## config.mk

```make
export PLATFORM = sky130hd
export DESIGN_NAME = gpio_override_port
export DESIGN_NICKNAME = d
export VERILOG_FILES = /design/src/rtl/gpio_override_port.sv
export SDC_FILE = /design/constraint.sdc
export NUM_CORES = 1
export LEC_CHECK = 0
export ABC_AREA = 1
export BUFFER_PORTS_ARGS = -buffer_cell sky130_fd_sc_hd__buf_4
export CAP_MARGIN = 5
export CORE_MARGIN = 3
export CORE_UTILIZATION = 28
export CTS_CLUSTER_DIAMETER = 200
export DETAILED_ROUTE_END_ITERATION = 12
export GPL_TIMING_DRIVEN = 0
export PLACE_DENSITY = 0.83
export SLEW_MARGIN = 20
export SYNTH_ARGS = -nofsm -noshare
export SYNTH_HDL_FRONTEND = slang
export SYNTH_SLANG_ARGS = --single-unit
```

## constraint.sdc

```tcl
create_clock -name clk -period 0.8 [get_ports clk]
set_input_delay 0.04 -clock clk [delete_from_list [all_inputs] [get_ports clk]]
set_output_delay 0.04 -clock clk [all_outputs]
set_load 0.02 [all_outputs]
```

## src/rtl/gpio_override_port.sv

```systemverilog
module gpio_override_port #(
  parameter int NPINS = 8
) (
  input  logic             clk,
  input  logic             rst_n,
  input  logic [NPINS-1:0] dir_reg,
  input  logic [NPINS-1:0] port_reg,
  input  logic             pud_global,
  input  logic [NPINS-1:0] ovr_pu_en,
  input  logic [NPINS-1:0] ovr_pu_val,
  input  logic [NPINS-1:0] ovr_dir_en,
  input  logic [NPINS-1:0] ovr_dir_val,
  input  logic [NPINS-1:0] ovr_out_en,
  input  logic [NPINS-1:0] ovr_out_val,
  input  logic [NPINS-1:0] ovr_die_en,
  input  logic [NPINS-1:0] ovr_die_val,
  input  logic [NPINS-1:0] pad_in,
  output logic [NPINS-1:0] pad_out,
  output logic [NPINS-1:0] pad_oe,
  output logic [NPINS-1:0] pad_pu,
  output logic [NPINS-1:0] din_sync
);

  logic [NPINS-1:0] dir_eff, die_eff, pu_reg_side, meta_q, sync_q;

  assign dir_eff     = (ovr_dir_en & ovr_dir_val) | (~ovr_dir_en & dir_reg);
  assign die_eff     = (ovr_die_en & ovr_die_val) | ~ovr_die_en;
  assign pu_reg_side = ~dir_eff & port_reg & {NPINS{~pud_global}};

  assign pad_oe  = dir_eff;
  assign pad_out = (ovr_out_en & ovr_out_val) | (~ovr_out_en & port_reg);
  assign pad_pu  = (ovr_pu_en & ovr_pu_val) | (~ovr_pu_en & pu_reg_side);

  always_ff @(posedge clk or negedge rst_n) begin
    if (!rst_n) begin
      meta_q <= '0;
      sync_q <= '0;
    end else begin
      meta_q <= pad_in;
      sync_q <= meta_q;
    end
  end

  assign din_sync = sync_q & die_eff;

  logic [1:0] since_rst;
  always_ff @(posedge clk or negedge rst_n) begin
    if (!rst_n) since_rst <= '0;
    else if (since_rst != 2'd3) since_rst <= since_rst + 2'd1;
  end

  for (genvar i = 0; i < NPINS; i++) begin : g_chk
    p_oe_from_reg_r1: assert property (@(posedge clk) disable iff (!rst_n)
      !ovr_dir_en[i] |-> pad_oe[i] == dir_reg[i]);
    p_out_from_reg_r2: assert property (@(posedge clk) disable iff (!rst_n)
      !ovr_out_en[i] |-> pad_out[i] == port_reg[i]);
    p_no_pu_when_driving_r4: assert property (@(posedge clk) disable iff (!rst_n)
      (!ovr_pu_en[i] && pad_oe[i]) |-> !pad_pu[i]);
    p_global_pud_r5: assert property (@(posedge clk) disable iff (!rst_n)
      (!ovr_pu_en[i] && pud_global) |-> !pad_pu[i]);
    p_input_gated_r6: assert property (@(posedge clk) disable iff (!rst_n)
      (ovr_die_en[i] && !ovr_die_val[i]) |-> !din_sync[i]);
    p_sync_delay_r7: assert property (@(posedge clk) disable iff (!rst_n)
      (since_rst == 2'd3 && (!ovr_die_en[i] || ovr_die_val[i]))
        |-> din_sync[i] == $past(pad_in[i], 2));
  end

endmodule

```

======== Yosys cells after proc, flatten, opt, wreduce, memory -nomap -nowiden ========
Cells that the tools add are included.
storage, ports and cells
  flip-flop bits (word level) ............. 16
  bits of input ports ..................... 91
  output and inout bits ................... 32
  word-level logic and storage cells ...... 22
cells by class
  bitwise logic cells ..................... 20
operators with widths
  kind               count
  8-bit bitwise AND  10
  8-bit inverter     5
  8-bit bitwise OR   4
  1-bit inverter     1

======== Depth between registers and ports, before layout ========
  word-level depth ........................ 8
  mapped depth ............................ 5
  depth with buffers taken out ............ 5

======== Worst setup path before layout ========
No wires, ideal clock.
  kind .................................... flip-flop to output port
  start ................................... register sync_q[0]
  end ..................................... output port din_sync[0]
  data arrival time ....................... 813 ps
  data required time ...................... 760 ps
  path slack .............................. -53 ps
  stages on the path, launching flop included .. 2
  path buffers ............................ 0
  path through ............................ dfrtp_1 > a21boi_0
between the ends
  longest elaborated chain between the ends .. 1
ends and longest elaborated chain
  element                 RTL line  source
  start, declared         24        logic [NPINS-1:0] dir_eff, die_eff, pu_reg_side, meta_q, sync_q;
  start signal, assigned  40        sync_q <= meta_q;
  8-bit bitwise AND       44        assign din_sync = sync_q & die_eff;
  end, declared           21        output logic [NPINS-1:0] din_sync
No other way between the ends.

======== Final worst setup path ========
  start ................................... register sync_q[5]
  end ..................................... output port din_sync[5]
The elaborated chain is that of the path after synthesis.

==> impl_metrics.py <==
metrics = {
    "outcome": {
        "status": "finished with violations",
        "failed_checks": "setup timing",
    },
    "cts": {
        "cts_tree": "done",
        "clk_pin_slew_worst_paths_ps": 90,
        "clockBufferDepth": 2,
        "cts_buffers": 3,
        "root_buffer": "clkbuf_4",
        "cts_sinks": 16,
        "clkLatencyLatePin_ps": 280,
        "htreeDepth": 1,
    },
    "critical_path": {
        "crit_start": "sync_q[5]$_DFF_PN0_",
        "crit_type": "reg2out",
        "reg2reg_to": "sync_q[7]$_DFF_PN0_",
        "cp_top_family": "flip-flops",
        "arrival_ps": 950,
        "r2r_slack_ps": 300,
        "cp.required_ps": 760,
        "cp-end-kind": "output port",
        "cp-start-kind": "register",
        "slowest_stage": "dfrtp_1",
        "cp_slowest_stage_delay_ps": 390,
        "r2r_start": "meta_q[7]$_DFF_PN0_",
        "crit_cells": 2,
        "reg2reg_depth": 0,
        "crit_fanout": 1,
        "path_cells": "a21boi_2 -> buf_6",
        "worstSetupEndpoint": "din_sync[5]",
        "critPathBufInv": 1,
    },
    "grt": {
        "grt_max_degree": 17,
        "grt_usage_pct": 17.0,
        "gr-total-overflow": 0,
        "antenna_found_initial": 0,
        "grt_pass1_wl_um": 5590,
        "grt_pass1_vias": 1297,
    },
    "floorplan": {
        "dieWidth_um": 64.4,
        "coreArea_mm2": 0.00315,
        "start_util_pct": 30.3,
        "rows": 20,
        "num_io_pins": 123,
        "die_area_mm2": 0.00415,
        "die_y_um": 64.4,
    },
    "yosys": {
        "synthesis.area_um2": 955,
        "yosys.area.top_type": "dfrtp_1",
        "yosysTopAreaCellShare_pct": 41.9,
        "ys_seq_area_share_pct": 41.9,
        "yosys_warnings": 0,
        "synth_cell_types": 7,
        "postSynthCellCount": 153,
        "ys_ff_latch": 16,
        "syn-num-nets": 244,
        "synthTopCellsByArea": "dfrtp_1 42%, nand2_1 25%, inv_1 19%",
        "syn_area_per_cell_um2": 6.24,
    },
    "worst_hold_path": {
        "hold_class": "in2async",
    },
    "drt": {
        "firstDrtPassIters": 4,
        "drtAntennaViolNets": 0,
        "wl_um": 3750,
        "drt-initial-drc-count": 30,
        "wl_per_cell_um": 11.3,
        "viasPerCell": 4.05,
        "drc": 0,
        "via_count": 1345,
    },
    "timing": {
        "fin_crit_ps": 995,
        "maxSlewViolCount": 0,
        "clock_skew_ps": 2.87,
        "worst_pin_slew_ps": 193,
        "timing.slew.headroom_pct": 87.0,
        "fmax_mhz": 1010,
        "fin_ws_ps": -195,
        "final_hold_viol_count": 0,
        "rsz0062_at_grt": "yes",
        "setup_viol": 8,
        "fin_crit_sh_pct": 124,
    },
    "pwr": {
        "p_per_area_mw_per_mm2": 1110,
        "p_leak_nw": 1.32,
        "peakVddDrop_mv": 1.07,
    },
    "cells_and_area": {
        "fin_nets": 380,
        "syn_to_final_growth_pct": 120,
        "antenna_cells": 0,
        "nFillCells": 282,
        "layout-drive-gt1-share_pct": 46.2,
        "final_area_mm2": 0.00210,
        "fin_util_pct": 66.6,
    },
    "place": {
        "dpl.hpwl_um": 3010,
        "gp_congestion": 0.804,
        "place_ws_ps": 89.9,
        "portBuffers": 122,
        "dpl_cell_area_mm2": 0.00193,
    },
    "job": {
        "drv_cap": 0,
    },
}
## logic make-up (layout without fill, tap and decap cells)
family / Yosys count / after routing / share of synthesized area, %
compound gates: 16 / 16 / 10.5
buf+inv: 49 / 184 / 19.3
flops: 16 / 16 / 41.9
simple gates: 72 / 72 / 28.3
## stage by stage
step / hold slack, ps / setup TNS (ps) / power (W) / std cells
after global placement: -99.6 / 0 / 0.00175 / 319
final: 141 / -1360 / 0.00233 / 332
after global routing: 153 / -1640 / 0.00246 / 332
after CTS: 125 / -1390 / 0.00231 / 332
after floorplan: -256 / 0 / 0.00119 / 153
after detailed placement: -99.6 / 0 / 0.00177 / 319
## worst min-delay path by stage
| stage | start | end | slack [ps] |
|---|---|---|---|
| after floorplan | rst_n | meta_q[0]$_DFF_PN0_ | -260 |
| after global placement | rst_n | meta_q[0]$_DFF_PN0_ | -100 |
| after detailed placement | rst_n | meta_q[2]$_DFF_PN0_ | -100 |
| after CTS | rst_n | meta_q[4]$_DFF_PN0_ | 120 |
| after global routing | rst_n | meta_q[2]$_DFF_PN0_ | 150 |
| final | rst_n | meta_q[4]$_DFF_PN0_ | 140 |
## state kept, by name, indices dropped and copies added (netlist names)
| signal | flops |
|---|---|
| meta_q | 8 |
| sync_q | 8 |
## synthesized netlist by cell type
cell / n
a21boi_0: 8
o21ai_0: 8
inv_2: 1
inv_1: 48
nor2_1: 8
dfrtp_1: 16
nand2_1: 64
## repair_timing
action,4_1_cts,5_1_grt
resized for setup,0,13
setup endpoints to repair,8,10
endpoints found under the hold margin,24,0
buffers inserted,0,0
hold buffers,9,0
## layout by cell type, fill, tap and decap left out
cell and n:
a21boi_2 6, nand2_1 64, inv_4 1, buf_4 116
inv_1 48, nor2_1 8, clkbuf_4 3, clkbuf_8 1
buf_6 6, o21ai_0 8, dfrtp_1 16, a21boi_1 2
dlygate4sd3_1 9
## metal layers
metal  wire length, um  track usage, %  vias up
met4                 6            3.43        0
met1              1260            16.6      581
met5                 0               0        -
met2              2120            34.7       65
met3               362            4.75        2
li1                  -               -      697
## area by class of cell
class | count | area [um^2] | share of cell area (%)
Clock buffer | 4 | 36.3 | 1.73
Inverter | 49 | 186 | 8.88
Multi-Input combinational cell | 88 | 393 | 18.7
Sequential cell | 16 | 400 | 19.1
Tap cell | 44 | 55.1 | 2.62
Timing Repair Buffer | 131 | 1030 | 49.0
## power by group
| part | switching, W | leakage, nW | total, W | internal (W) |
|---|---|---|---|---|
| sequential | 0.0000108 | 0.186 | 0.000859 | 0.000848 |
| combinational | 0.000417 | 1.12 | 0.000957 | 0.000540 |
| clock | 0.000235 | 0.0210 | 0.000511 | 0.000277 |
No activity file was read; power rests on OpenSTA's default activity.
